**src/rtl/fseq_pkg.sv**
```systemverilog
package fseq_pkg;

  // Output level for a strobe: an active strobe drives the selected
  // polarity, an idle strobe drives its complement.
  function automatic logic drive_level(input logic active, input logic active_high);
    return ~(active ^ active_high);
  endfunction

endpackage

```
**src/rtl/fseq_rst_sync.sv**
```systemverilog
module fseq_rst_sync (
  input  logic clk,
  input  logic rst_n,
  output logic srst_n
);

  logic [1:0] sync_q;
  logic [1:0] sync_d;

  always_comb begin
    sync_d = {sync_q[0], 1'b1};
  end

  always_ff @(posedge clk or negedge rst_n) begin
    if (!rst_n) begin
      sync_q <= 2'b00;
    end else begin
      sync_q <= sync_d;
    end
  end

  assign srst_n = sync_q[1];

endmodule

```
**src/rtl/fseq_period_ctr.sv**
```systemverilog
module fseq_period_ctr #(
  parameter int unsigned PERIOD_CYC = 1_000_000,
  parameter int unsigned CW         = $clog2(PERIOD_CYC)
) (
  input  logic          clk,
  input  logic          srst_n,
  output logic [CW-1:0] cnt_o
);

  localparam logic [CW-1:0] LAST = CW'(PERIOD_CYC - 1);

  logic [CW-1:0] cnt_q;
  logic [CW-1:0] cnt_d;
  logic          cnt_en;

  always_comb begin
    cnt_en = 1'b1;
    if (cnt_q == LAST) begin
      cnt_d = '0;
    end else begin
      cnt_d = cnt_q + 1'b1;
    end
  end

  always_ff @(posedge clk or negedge srst_n) begin
    if (!srst_n) begin
      cnt_q <= '0;
    end else if (cnt_en) begin
      cnt_q <= cnt_d;
    end
  end

  assign cnt_o = cnt_q;


  cnt_range_chk: assert property (@(posedge clk) disable iff (!srst_n)
    cnt_q <= LAST);


  cnt_wrap_chk: assert property (@(posedge clk) disable iff (!srst_n)
    (cnt_q == LAST) |=> (cnt_q == '0));

endmodule

```
**src/rtl/fseq_window_strobe.sv**
```systemverilog
module fseq_window_strobe #(
  parameter int unsigned CW    = 20,
  parameter int unsigned START = 0,
  parameter int unsigned WIDTH = 50
) (
  input  logic          clk,
  input  logic          run,
  input  logic [CW-1:0] cnt_i,
  input  logic          pol_i,
  output logic          strobe_o
);

  localparam int unsigned STOP    = START + WIDTH;
  localparam logic [CW:0] START_V = (CW+1)'(START);
  localparam logic [CW:0] STOP_V  = (CW+1)'(STOP);

  logic [CW:0] cnt_ext;
  logic        in_win;
  logic        strobe_d;
  logic        strobe_q;

  assign cnt_ext = {1'b0, cnt_i};

  generate
    if (START == 0) begin : g_from_zero
      assign in_win = (cnt_ext < STOP_V);
    end else begin : g_offset
      assign in_win = (cnt_ext >= START_V) && (cnt_ext < STOP_V);
    end
  endgenerate

  always_comb begin
    if (run) begin
      strobe_d = fseq_pkg::drive_level(in_win, pol_i);
    end else begin
      strobe_d = fseq_pkg::drive_level(1'b0, pol_i);
    end
  end

  // The idle level depends on a runtime select, so this register is
  // cleared to that level through the next-state logic while run is low.
  always_ff @(posedge clk) begin
    strobe_q <= strobe_d;
  end

  assign strobe_o = strobe_q;

endmodule

```
**src/rtl/freq_gate_seq.sv**
```systemverilog
module freq_gate_seq #(
  parameter int unsigned PERIOD_CYC    = 1_000_000,
  parameter int unsigned BASE_CYC      = 200,
  parameter int unsigned LATCH_CYC     = 50,
  parameter int unsigned CLR_DELAY_CYC = 100,
  parameter int unsigned CLR_CYC       = 50
) (
  input  logic clk,
  input  logic rst_n,
  input  logic latch_pol,
  input  logic clr_pol,
  output logic gate_o,
  output logic latch_o,
  output logic clr_o
);

  localparam int unsigned CW = $clog2(PERIOD_CYC);

  logic          srst_n;
  logic [CW-1:0] cnt;

  fseq_rst_sync u_rst_sync (
    .clk    (clk),
    .rst_n  (rst_n),
    .srst_n (srst_n)
  );

  fseq_period_ctr #(
    .PERIOD_CYC (PERIOD_CYC),
    .CW         (CW)
  ) u_ctr (
    .clk    (clk),
    .srst_n (srst_n),
    .cnt_o  (cnt)
  );

  fseq_window_strobe #(
    .CW    (CW),
    .START (0),
    .WIDTH (BASE_CYC)
  ) u_gate (
    .clk      (clk),
    .run      (srst_n),
    .cnt_i    (cnt),
    .pol_i    (1'b1),
    .strobe_o (gate_o)
  );

  fseq_window_strobe #(
    .CW    (CW),
    .START (0),
    .WIDTH (LATCH_CYC)
  ) u_latch (
    .clk      (clk),
    .run      (srst_n),
    .cnt_i    (cnt),
    .pol_i    (latch_pol),
    .strobe_o (latch_o)
  );

  fseq_window_strobe #(
    .CW    (CW),
    .START (CLR_DELAY_CYC),
    .WIDTH (CLR_CYC)
  ) u_clr (
    .clk      (clk),
    .run      (srst_n),
    .cnt_i    (cnt),
    .pol_i    (clr_pol),
    .strobe_o (clr_o)
  );


  latch_with_gate_chk: assert property (@(posedge clk) disable iff (!srst_n)
    $rose(gate_o) |-> (latch_o == $past(latch_pol)));


  no_overlap_chk: assert property (@(posedge clk) disable iff (!srst_n)
    !((latch_o == $past(latch_pol)) && (clr_o == $past(clr_pol))));


  clr_idle_at_gate_chk: assert property (@(posedge clk) disable iff (!srst_n)
    $rose(gate_o) |-> (clr_o != $past(clr_pol)));

endmodule

```
**config.mk**
```make
export PLATFORM = sky130hd
export DESIGN_NAME = freq_gate_seq
export DESIGN_NICKNAME = d
export VERILOG_FILES = /design/src/rtl/fseq_pkg.sv /design/src/rtl/fseq_rst_sync.sv /design/src/rtl/fseq_period_ctr.sv /design/src/rtl/fseq_window_strobe.sv /design/src/rtl/freq_gate_seq.sv
export SDC_FILE = /design/constraint.sdc
export NUM_CORES = 1
export LEC_CHECK = 0
export BUFFER_PORTS_ARGS = -buffer_cell sky130_fd_sc_hd__buf_2
export CORE_UTILIZATION = 45
export CTS_CLUSTER_DIAMETER = 120
export CTS_CLUSTER_SIZE = 10
export DETAILED_ROUTE_END_ITERATION = 7
export GPL_TIMING_DRIVEN = 0
export SLEW_MARGIN = 30
export SYNTH_ARGS = -nofsm -noshare
export SYNTH_HDL_FRONTEND = slang
export SYNTH_HIERARCHICAL = 1
export SYNTH_SLANG_ARGS = --single-unit
```
**constraint.sdc**
```tcl
create_clock -name clk -period 0.86 [get_ports clk]
set_input_delay 0.086 -clock clk [delete_from_list [all_inputs] [get_ports clk]]
set_output_delay 0.086 -clock clk [all_outputs]
set_load 0.05 [all_outputs]
```
==> reports/summary.log, run 1 <==
[run_status] status finished with violations
[run_status] violations in the final reports setup timing
[power_and_ir_drop] Static Leakage 0.000903 uW
[power_and_ir_drop] maximum vdd drop 1.25 mV
[critical_path] Buf+Inv Stages, Crit Path 1
[timing] total count of max-transition violations in the final report 0
[final_layout] area used by sequential logic in the layout 641 um^2
[clock_tree] Worst-Skew Late Latency 320 ps
[final_layout] filler cell count 186
[final_layout] net count reported at finish 187
[timing] number of hold violations in the final report 0
[yosys] most numerous cell in the Yosys netlist dfrtp_1
[timing] Max Clock Skew 7.66 ps
[die] FP Rows 19
[yosys] Top FF cell, synth dfrtp_1
[timing] share of the clock period used by the worst path 1.78
[yosys] Synth Area per Inst 10.5 um^2
[yosys] post-synthesis instance total 126
[clock_tree] # clock sinks 25
[critical_path] CP arrival 1760 ps
[clock_tree] clock transition at the registers of the reported paths 130 ps
[critical_path] type of the worst setup path reg -> reg
[power_and_ir_drop] Design Power 1850 uW
[flow_run] Max-Cap Viols 0
[timing] final-report setup violation count 26
[grt] Remaining Overflow, GRT 0
[yosys] Synth Area in Compound Gates 0.0399
[routing] number of violations reported at the end of detailed-routing iteration 0 46
[yosys] number of synthesized flops with an enable pin 0
[critical_path] CP max stage delay 470 ps
[routing] routed wire length 3450 um
[yosys] ranking of synthesized cells by area dfrtp_1 (42%), xnor2_1 (6.0%), xor2_1 (5.3%), dfxtp_1 (4.6%), nor2_1 (4.3%)
[routing] routed vias 1201
[placement] Placement Setup Slack -703 ps
[grt] vias in the first global route 1123
[die] Initial Util 0.478
[clock_tree] deepest level of the CTS H-tree 1
[worst_hold_path] Hold Path Class in -> async
[yosys] adder and majority gate portion of the synthesized area 0.00950
[final_layout] cell area after layout 0.00203 mm^2
[critical_path] critical path endpoint category flip-flop
[yosys] cell taking the most area after synthesis dfrtp_1
[die] core outline area 0.00276 mm^2
[die] Die Y-Extent 56.1 um
[timing] final setup slack of the worst path -668 ps
[yosys] Synth Cell Area 0.00132 mm^2
[yosys] sequential cell area fraction in the yosys report 0.463
[clock_tree] CTS Root Buffer Type clkbuf_4
[yosys] largest family of logic cells by synthesized area simple AND/OR/NAND/NOR gates
[final_layout] share of final-layout standard cells stronger than drive strength 1 0.580
[yosys] async set or reset register ratio after synthesis 0.880
[placement] Final Wtd Congestion 0.846
[final_layout] combined area of the multi-input logic cells 901 um^2
[final_layout] final core occ 0.736
[final_layout] Area growth, synth to finish 54.1%
[clock_tree] buffers from clock root to sink, at most 2
[routing] average vias per placed instance 5.67
[timing] maximum clock frequency 654 MHz
[critical_path] required arrival time at the worst endpoint 1090 ps
[final_layout] antenna cell count 0
[yosys] Distinct cells, synth 34
[grt] largest net degree at the start of global routing 24
[clock_tree] Num CTS Buffers 3
[placement] area after detailed placement 0.00148 mm^2
[yosys] top-area cell type share of the netlist area 0.418
[critical_path] cell class contributing the biggest share of worst-path delay simple AND/OR/NAND/NOR gates
[die] Ports 7
[routing] Routed WL per cell 16.3 um
[yosys] multiplexer fraction of the synthesized cell area 0.0228
[grt] antenna violations before repair 0
[critical_path] kind of start point of the critical path flip-flop
[timing] setup TNS -12020 ps
[die] area of the die 0.00315 mm^2
[yosys] XOR/XNOR Fraction of Synth Area 0.113
[routing] final routed DRC violation total 0
[die] chip width 56.1 um
[power_and_ir_drop] Power per Cell Area 911 mW/mm^2
[yosys] nets in the synthesized netlist 131
[placement] number of port buffers 6
[routing] count of nets left with antenna violations after detail routing 0
[placement] post-detail-place hpwl 1810 um
[timing] unrepaired setup endpoints after global routing yes
[yosys] flop and latch count out of synthesis 25
[yosys] synth cell count leaders dfrtp_1 (22), nor2_1 (15), xnor2_1 (9)
[clock_tree] TritonCTS clock tree built
[grt] global routing usage summed across all routing layers 0.218
[critical_path] CP Max Fanout 5
[critical_path] CP cell instances buf_4, nor4_2, and3_1, nand4_1, xor2_1
[timing] post-layout min period 1530 ps
[routing] number of iterations in the first detailed-routing pass 5
[yosys] warning count from the yosys run 6
[yosys] area fraction in and, or, nand and nor cells after synthesis 0.334
[grt] global-route wire length before repair 5370 um
[critical_path] Slowest-stage cell, CP dfrtp_2
worst paths after layout:
check / end / cells after the start / slack [ps] / startpoint
max: u_latch/strobe_o$_DFF_P_ / 5 / -670 / u_ctr/cnt_o[13]$_DFF_PN0_
min: u_rst_sync/sync_q[1]$_DFF_PN0_ / 2 / 60 / rst_n
max reg2reg: u_latch/strobe_o$_DFF_P_ / 5 / -670 / u_ctr/cnt_o[13]$_DFF_PN0_
min reg2reg: u_ctr/cnt_o[8]$_DFF_PN0_ / 0 / 210 / u_rst_sync/sync_q[1]$_DFF_PN0_
max in group asynchronous: u_ctr/cnt_o[16]$_DFF_PN0_ / 0 / 400 / u_rst_sync/sync_q[1]$_DFF_PN0_
min in group clk: u_rst_sync/sync_q[1]$_DFF_PN0_ / 0 / 370 / u_rst_sync/sync_q[0]$_DFF_PN0_
metrics by stage:
| stage | std cells | hold WS [ps] |
|---|---|---|
| after floorplan | 126 | -210 |
| after global placement | 163 | -129 |
| after detailed placement | 163 | -127 |
| after CTS | 202 | 56.6 |
| after global routing | 212 | 43.8 |
| final | 212 | 58.5 |
worst register-to-register path, delay by kind of cell (launching register included):
| family | cells | cell delay, ps |
|---|---|---|
| AND/OR/NAND/NOR | 3 | 660 |
| flip-flops | 1 | 470 |
| XOR/XNOR | 1 | 160 |
| buffers and inverters | 1 | 160 |
layer usage:
layer	track usage	routed length, um	up-vias
met5	0	0	-
li1	-	-	570
met4	0.0871	150	0
met2	0.342	1610	30
met1	0.312	1590	587
met3	0.0209	105	14
repair_timing:
action,4_1_cts,5_1_grt
hold buffers,3,0
gates cloned,1,0
pin swaps,19,11
endpoints found under the hold margin,4,0
endpoints found under the setup margin,26,26
buffers inserted,31,11
gates resized for setup,29,14
placed cells by master (no fill, tap or decap), types with 3 or more instances in the layout:
master         count
nor4_4             7
buf_2              3
nor3_1             5
nor2_1            12
clkbuf_4           3
mux2i_1            3
nor4_2             3
nand3_2            4
inv_1              3
dfrtp_2           19
xor2_1             8
buf_6              7
and3_1             4
dlygate4sd3_1      3
xnor2_1            9
nand3_1            3
nand4_1            6
buf_4             36
nand2_1            4
nor2_4             4
cell type report:
| type | count | share of cell area |
|---|---|---|
| Tap cell | 31 | 0.0191 |
| Clock buffer | 4 | 0.0129 |
| Multi-Input combinational cell | 98 | 0.444 |
| Timing Repair Buffer | 50 | 0.201 |
| Inverter | 4 | 0.00739 |
| Sequential cell | 25 | 0.315 |
cells by family (layout without fill, tap and decap cells):
logic type	count (synthesis)	count (layout)
multiplexers	3	3
buffers and inverters	4	58
adder cells (fa/ha/maj)	1	1
XOR/XNOR	17	17
other	2	2
AO/OA/AOI/OAI	7	7
AND/OR/NAND/NOR	67	68
flip-flops	25	25
power by group:
part           internal [uW]  switching, uW  total [uW]
combinational           47.6           60.8         108
sequential              1190           24.7        1220
clock                    182            342         524
registers in the layout, indices dropped and copies added, names as in the netlist:
name               cells
u_ctr/cnt_o           20
u_gate/strobe_o        1
u_rst_sync/sync_q      2
u_latch/strobe_o       1
u_clr/strobe_o         1
No activity file was read; power rests on OpenSTA's default activity.
==> inputs of run 2 (changes only) <==
--- a/config.mk
+++ b/config.mk
@@ -14,5 +14,4 @@
 export SLEW_MARGIN = 30
 export SYNTH_ARGS = -nofsm -noshare
 export SYNTH_HDL_FRONTEND = slang
-export SYNTH_HIERARCHICAL = 1
 export SYNTH_SLANG_ARGS = --single-unit
==> run 2 against run 1 <==
The run still ends with setup timing left. Largest power group unchanged. Utilization shrank 3.2 points. Via count shrank 13%. Sequential power is essentially flat. Fmax grew 0.65%. Synthesized cell count shrank 3.2%. Non-clock buffer count shrank 13. Sequential share of layout area grew 2.7 points. Highest routed layer unchanged. Global-route usage shrank 0.75 points.
==> reports/summary.log, run 2 <==
[run_status] status finished with violations
[run_status] violations in the final reports setup timing
[placement] post-detail-place hpwl 1570 um [-13%]
[final_layout] leading cell types in the layout, fill and taps excluded buf_6 (15), buf_4 (14), dfrtp_1 (14), nor2_1 (9), xnor2_1 (9)
[die] chip width 55.4 um [-1.3%]
[die] core outline area 0.00259 mm^2 [-6.1%]
[grt] Remaining Overflow, GRT 0 [unchanged]
[critical_path] kind of start point of the critical path flip-flop
[clock_tree] TritonCTS clock tree built
[routing] routed wire length 2970 um [-14%]
[yosys] post-synthesis instance total 122 [-3.2%]
[die] Ports 7 [unchanged]
[yosys] top-area cell type share of the netlist area 0.429 [+0.0114]
[timing] post-layout min period 1520 ps [-9.86 ps]
[critical_path] type of the worst setup path reg -> reg
[timing] unrepaired setup endpoints after global routing yes
[grt] met3 track utilization from global routing 0.0632 [+0.0423]
[timing] total count of max-transition violations in the final report 0 [unchanged]
[die] Initial Util 0.495 [+0.0174]
[yosys] number of synthesized flops with an enable pin 0 [unchanged]
[yosys] Top FF cell, synth dfrtp_1
[yosys] async set or reset register ratio after synthesis 0.880 [unchanged]
[placement] number of port buffers 6 [unchanged]
[grt] vias in the first global route 1074 [-4.4%]
[critical_path] CP Max Fanout 4 [-1]
[grt] grt peak-use layer met2
[critical_path] critical path endpoint category flip-flop
[die] Die Y-Extent 55.4 um [-1.3%]
[clock_tree] deepest level of the CTS H-tree 1 [unchanged]
[yosys] synth cell count leaders dfrtp_1 (22), nor2_1 (13), xnor2_1 (11)
[final_layout] final core occ 0.704 [-0.0320]
[clock_tree] Num CTS Buffers 3 [unchanged]
[timing] share of the clock period used by the worst path 1.77 [-0.0115]
[routing] Routed WL per cell 15.8 um [-3.0%]
[critical_path] reg-to-reg critical path endpoint u_latch.strobe_o$_DFF_P_
[final_layout] cell area after layout 0.00182 mm^2 [-10%]
[grt] global-route track usage on met1 0.249 [-0.0626]
[yosys] most numerous cell in the Yosys netlist dfrtp_1
[clock_tree] CTS Root Buffer Type clkbuf_4
[power_and_ir_drop] maximum vdd drop 1.33 mV [+6.8%]
[timing] number of hold violations in the final report 0 [unchanged]
[yosys] sequential cell area fraction in the yosys report 0.476 [+0.0127]
[final_layout] antenna cell count 0 [unchanged]
[final_layout] Area growth, synth to finish 42.2%
[final_layout] number of flip-flops in the largest register 20 [unchanged]
[yosys] warning count from the yosys run 0 [-6]
[placement] Final Wtd Congestion 0.819 [-3.3%]
[clock_tree] buffers from clock root to sink, at most 2 [unchanged]
[power_and_ir_drop] Power per Cell Area 1020 mW/mm^2 [+12%]
[die] area of the die 0.00307 mm^2 [-2.6%]
[grt] largest net degree at the start of global routing 15 [-38%]
[grt] global-route wire length before repair 4910 um [-8.6%]
[final_layout] net count reported at finish 165 [-12%]
[timing] final setup slack of the worst path -659 ps [+9.86 ps]
[critical_path] startpoint of the lowest-slack register-to-register path u_ctr.cnt_o[11]$_DFF_PN0_
[routing] average vias per placed instance 5.54 [-2.2%]
[routing] final routed DRC violation total 0 [unchanged]
[timing] Max Clock Skew 10.9 ps [+3.21 ps]
[yosys] Synth Cell Area 0.00128 mm^2 [-2.7%]
[power_and_ir_drop] Static Leakage 0.000777 uW [-14%]
[final_layout] most common cell after layout, fill and taps aside buf_6
[yosys] nets in the synthesized netlist 128 [-2.3%]
[timing] final-report setup violation count 26 [unchanged]
[flow_run] Max-Cap Viols 0 [unchanged]
[yosys] Distinct cells, synth 36 [+5.9%]
[final_layout] share of final-layout standard cells stronger than drive strength 1 0.494 [-0.0864]
[critical_path] R2R setup slack -660 ps [about the same]
[yosys] ranking of synthesized cells by area dfrtp_1 (43%), xnor2_1 (7.5%), dfxtp_1 (4.7%), nor2_1 (3.8%), nand4_1 (2.9%)
[critical_path] length in cells of the worst reg-to-reg path 4 [-1]
[placement] area after detailed placement 0.00136 mm^2 [-7.9%]
[critical_path] required arrival time at the worst endpoint 1120 ps [+30 ps]
[critical_path] CP arrival 1780 ps [+20 ps]
[routing] count of nets left with antenna violations after detail routing 0 [unchanged]
[clock_tree] # clock sinks 25 [unchanged]
[routing] number of iterations in the first detailed-routing pass 4 [-1]
[timing] maximum clock frequency 658 MHz [+0.65%]
[yosys] flop and latch count out of synthesis 25 [unchanged]
[yosys] cell taking the most area after synthesis dfrtp_1
[die] FP Rows 18 [-1]
[clock_tree] clock transition at the registers of the reported paths 140 ps [about the same]
[clock_tree] Worst-Skew Late Latency 330 ps [about the same]
[routing] number of violations reported at the end of detailed-routing iteration 0 22 [-52%]
[grt] met2 global-route usage 0.346 [+0.00412]
[grt] antenna violations before repair 0 [unchanged]
[worst_hold_path] Hold Path Class in -> async
[yosys] Synth Area per Inst 10.5 um^2 [+0.53%]
[routing] routed vias 1042 [-13%]
[placement] Placement Setup Slack -839 ps [-136 ps]
[grt] global routing usage summed across all routing layers 0.211 [-0.00750]
[power_and_ir_drop] Design Power 1860 uW [+0.34%]
## run 2: cell types whose count changed after synthesis, sizes merged, moves of 2 or more
cell / previous run / this run
a21oi: 3 / 5
buf: 0 / 6
nand3b: 0 / 2
nor2: 17 / 14
nor3b: 2 / 0
nor4: 12 / 4
o21ai: 0 / 3
xnor2: 9 / 11
xor2: 8 / 4
## run 2: kinds of logic (layout without fill, tap and decap cells)
family,count (synthesis),after routing,share of synthesized area
other,1,1,0.00292
AO/OA/AOI/OAI,12,12,0.0537
flip-flops,25,25,0.476
buffers and inverters,11,46,0.0537
AND/OR/NAND/NOR,54,55,0.276
XOR/XNOR,15,15,0.102
multiplexers,2,2,0.0156
adder cells (fa/ha/maj),2,2,0.0195
## run 2: worst max path at each step
stage,start,to,slack (ps),depth (start not counted)
finish,u_ctr.cnt_o[11]$_DFF_PN0_,u_latch.strobe_o$_DFF_P_,-660,4
global route,u_ctr.cnt_o[11]$_DFF_PN0_,u_latch.strobe_o$_DFF_P_,-750,4
CTS,u_ctr.cnt_o[8]$_DFF_PN0_,u_latch.strobe_o$_DFF_P_,-650,4
detailed placement,u_rst_sync.sync_q[1]$_DFF_PN0_,u_latch.strobe_o$_DFF_P_,-840,4
global placement,u_rst_sync.sync_q[1]$_DFF_PN0_,u_latch.strobe_o$_DFF_P_,-830,4
floorplan,u_ctr.cnt_o[1]$_DFF_PN0_,u_ctr.cnt_o[18]$_DFF_PN0_,-650,5
## run 2: repair_timing
action                                  in CTS  in global routing
resized for setup                           42                 17
cloned                                       1                  0
endpoints found under the setup margin      26                 26
hold buffers                                 3                  0
buffers inserted                            18                  6
pin swaps                                   21                  5
endpoints found under the hold margin        4                  0
## run 2: where the power goes
| group | switching [uW] | internal, uW | total, uW |
|---|---|---|---|
| registers | 7.85 | 1190 | 1200 |
| logic | 70.5 | 52.4 | 123 |
| clock network | 360 | 175 | 535 |
## run 2: worst max-delay path, stage by stage, from the launching register on
cell and delay [ps]:
dfrtp_2 490, nor4_4 300, nand4_1 220, nor4_2 300
xnor2_1 150
## run 2: final cells by class
| class | count | area, um^2 |
|---|---|---|
| Multi-Input combinational cell | 87 | 776 |
| Fill cell | 181 | 766 |
| Sequential cell | 25 | 626 |
| Timing Repair Buffer | 31 | 278 |
| Buffer | 6 | 61.3 |
| Tap cell | 30 | 37.5 |
| Clock buffer | 3 | 22.5 |
| Inverter | 5 | 18.8 |
| Clock inverter | 1 | 5.00 |
## run 2: stage by stage
| stage | std cells | hold slack [ps] | TNS (ps) |
|---|---|---|---|
| after floorplan | 122 | -210 | -10550 |
| after global placement | 158 | -130 | -14850 |
| after detailed placement | 158 | -128 | -14670 |
| final | 188 | 35.5 | -12690 |
| after global routing | 188 | 33.7 | -14380 |
| after CTS | 184 | 28.2 | -11760 |
## run 2: routing by layer
layer	wire length, um	vias to the layer above
li1	-	498
met1	1240	508
met2	1530	26
met3	130	10
met4	71	0
met5	0	-
==> inputs of run 3 (changes only) <==
--- a/config.mk
+++ b/config.mk
@@ -6,6 +6,7 @@
 export NUM_CORES = 1
 export LEC_CHECK = 0
 export BUFFER_PORTS_ARGS = -buffer_cell sky130_fd_sc_hd__buf_2
+export CORE_MARGIN = 8
 export CORE_UTILIZATION = 45
 export CTS_CLUSTER_DIAMETER = 120
 export CTS_CLUSTER_SIZE = 10
==> run 3 against run 2 <==
The flow still finishes with violations (setup timing). Worst hold slack better by 11 ps. Non-clock buffer count up 6. Sequential power about the same. Die area increased by 57%. Fmax shrank 3.7%. Cell count is 3.7% higher. Sequential share of layout area up 0.27 points. Utilization is 4.6 points lower. Critical path type unchanged. Largest power group unchanged. Highest routed layer unchanged.
==> reports/summary.log, run 3 (synthesis gave the netlist of run 2 again) <==
[die] Die Y-Extent 69.4 um [+25%]
[routing] average vias per placed instance 5.41 [-2.4%]
[placement] Final Wtd Congestion 0.799 [-2.5%]
[routing] count of nets left with antenna violations after detail routing 0 [unchanged]
[power_and_ir_drop] Static Leakage 0.000801 uW [+3.0%]
[run_status] status finished with violations
[clock_tree] # clock sinks 25 [unchanged]
[placement] number of port buffers 6 [unchanged]
[die] FP Rows 19 [+1]
[placement] cell count after placement 159 [+0.63%]
[routing] routed wire length 2890 um [-2.5%]
[placement] post-detail-place hpwl 1690 um [+7.8%]
[timing] final setup slack of the worst path -716 ps [-57.6 ps]
[clock_tree] Worst-Skew Late Latency 330 ps [about the same]
[routing] number of iterations in the first detailed-routing pass 4 [unchanged]
[timing] final-report setup violation count 26 [unchanged]
[timing] maximum clock frequency 634 MHz [-3.7%]
[final_layout] share of final-layout standard cells stronger than drive strength 1 0.463 [-0.0303]
[critical_path] CP arrival 1780 ps [about the same]
[timing] post-layout min period 1580 ps [+57.6 ps]
[clock_tree] clock transition at the registers of the reported paths 140 ps [about the same]
[critical_path] R2R setup slack -720 ps [-60 ps]
[final_layout] leading cell types in the layout, fill and taps excluded buf_4 (27), dfrtp_1 (17), xnor2_1 (10), nor2_1 (9), buf_6 (7)
[die] core outline area 0.00273 mm^2 [+5.6%]
[final_layout] Area growth, synth to finish 40.3%
[timing] number of hold violations in the final report 0 [unchanged]
[timing] Max Clock Skew 14.5 ps [+3.67 ps]
[timing] share of the clock period used by the worst path 1.83 [+0.0670]
[grt] global routing usage summed across all routing layers 0.120 [-0.0913]
[final_layout] most common cell after layout, fill and taps aside buf_4
[die] area of the die 0.00481 mm^2 [+57%]
[final_layout] Post-Layout Cell Count 195 [+3.7%]
[power_and_ir_drop] Power per Cell Area 1030 mW/mm^2 [+1.3%]
[final_layout] final core occ 0.658 [-0.0462]
[die] chip width 69.4 um [+25%]
[routing] number of violations reported at the end of detailed-routing iteration 0 62 [+180%]
[timing] total count of max-transition violations in the final report 0 [unchanged]
[routing] routed vias 1055 [+1.2%]
[final_layout] number of flip-flops in the largest register 20 [unchanged]
[critical_path] critical path endpoint category flip-flop
[final_layout] net count reported at finish 171 [+3.6%]
[critical_path] required arrival time at the worst endpoint 1070 ps [-50 ps]
[critical_path] type of the worst setup path reg -> reg
[critical_path] CP Max Fanout 3 [-1]
[routing] Routed WL per cell 14.8 um [-6.0%]
[grt] largest net degree at the start of global routing 15 [unchanged]
[clock_tree] buffers from clock root to sink, at most 2 [unchanged]
[grt] Remaining Overflow, GRT 0 [unchanged]
[worst_hold_path] Hold Path Class in -> async
[routing] final routed DRC violation total 0 [unchanged]
[grt] vias in the first global route 1052 [-2.0%]
[final_layout] antenna cell count 0 [unchanged]
[die] Ports 7 [unchanged]
[critical_path] kind of start point of the critical path flip-flop
[run_status] violations in the final reports setup timing
[clock_tree] Num CTS Buffers 3 [unchanged]
[power_and_ir_drop] maximum vdd drop 0.784 mV [-41%]
[clock_tree] TritonCTS clock tree built
[die] Initial Util 0.469 [-0.0261]
[clock_tree] CTS Root Buffer Type clkbuf_4
[timing] unrepaired setup endpoints after global routing yes
[grt] global-route wire length before repair 4820 um [-1.7%]
[grt] antenna violations before repair 0 [unchanged]
[flow_run] Max-Cap Viols 0 [unchanged]
[clock_tree] deepest level of the CTS H-tree 1 [unchanged]
-- run 3: worst paths after layout --
check,startpoint,endpoint,cells after the start
max in group asynchronous,u_rst_sync.sync_q[1]$_DFF_PN0_,u_ctr.cnt_o[14]$_DFF_PN0_,1
max reg2reg,u_ctr.cnt_o[0]$_DFF_PN0_,u_ctr.cnt_o[16]$_DFF_PN0_,5
max,u_ctr.cnt_o[0]$_DFF_PN0_,u_ctr.cnt_o[16]$_DFF_PN0_,5
min reg2reg,u_rst_sync.sync_q[1]$_DFF_PN0_,u_ctr.cnt_o[15]$_DFF_PN0_,0
min in group clk,u_rst_sync.sync_q[0]$_DFF_PN0_,u_rst_sync.sync_q[1]$_DFF_PN0_,0
min,rst_n,u_rst_sync.sync_q[1]$_DFF_PN0_,2
-- run 3: stage by stage --
stage | TNS [ps] | worst slack [ps] | cell area [um^2] | hold WS [ps] | total power [uW]
after detailed placement | -15080 | -824 | 1370 | -126 | 1300
after CTS | -12590 | -694 | 1670 | 29.1 | 1870
after global routing | -14560 | -758 | 1800 | 41.9 | 1950
after global placement | -14850 | -803 | 1370 | -129 | 1300
after floorplan | -10550 | -647 | 1300 | -210 | 1280
final | -13170 | -716 | 1800 | 46.4 | 1850
-- run 3: critical path, cell delays in order (launching register included) --
cell,delay (ps)
dfrtp_1,380
ha_2,200
nand3_2,90
or4_4,570
o21ai_1,150
a21oi_1,70
-- run 3: area by class of cell --
cell class,count,area [um^2]
buffer,6,57.6
multi-input combinational,87,731
timing repair buffer,37,304
clock buffer,3,22.5
fill,205,935
clock inverter,1,5.00
tap,31,38.8
inverter,5,18.8
sequential,25,622
-- run 3: timing repair --
item | 4_1_cts | 5_1_grt
pin swaps | 16 | 5
cloned | 1 | 0
gates resized for setup | 24 | 14
hold buffers | 3 | 0
hold endpoints to repair | 4 | 0
buffers inserted | 19 | 9
endpoints found under the setup margin | 26 | 26
-- run 3: report_power, final --
part | internal (uW) | switching (uW) | leakage, uW | total [uW]
sequential | 1190 | 10.8 | 0.000311 | 1200
combinational | 57.3 | 67.1 | 0.000472 | 124
clock | 174 | 354 | 0.0000177 | 528
total | 1420 | 432 | 0.000801 | 1850
-- run 3: per-layer routing --
metal	GRT usage	vias to the layer above	routed length [um]
met5	0	-	0
met4	0.0569	0	55
met3	0.0229	6	79
met2	0.202	16	1450
met1	0.141	523	1310
li1	-	510	-
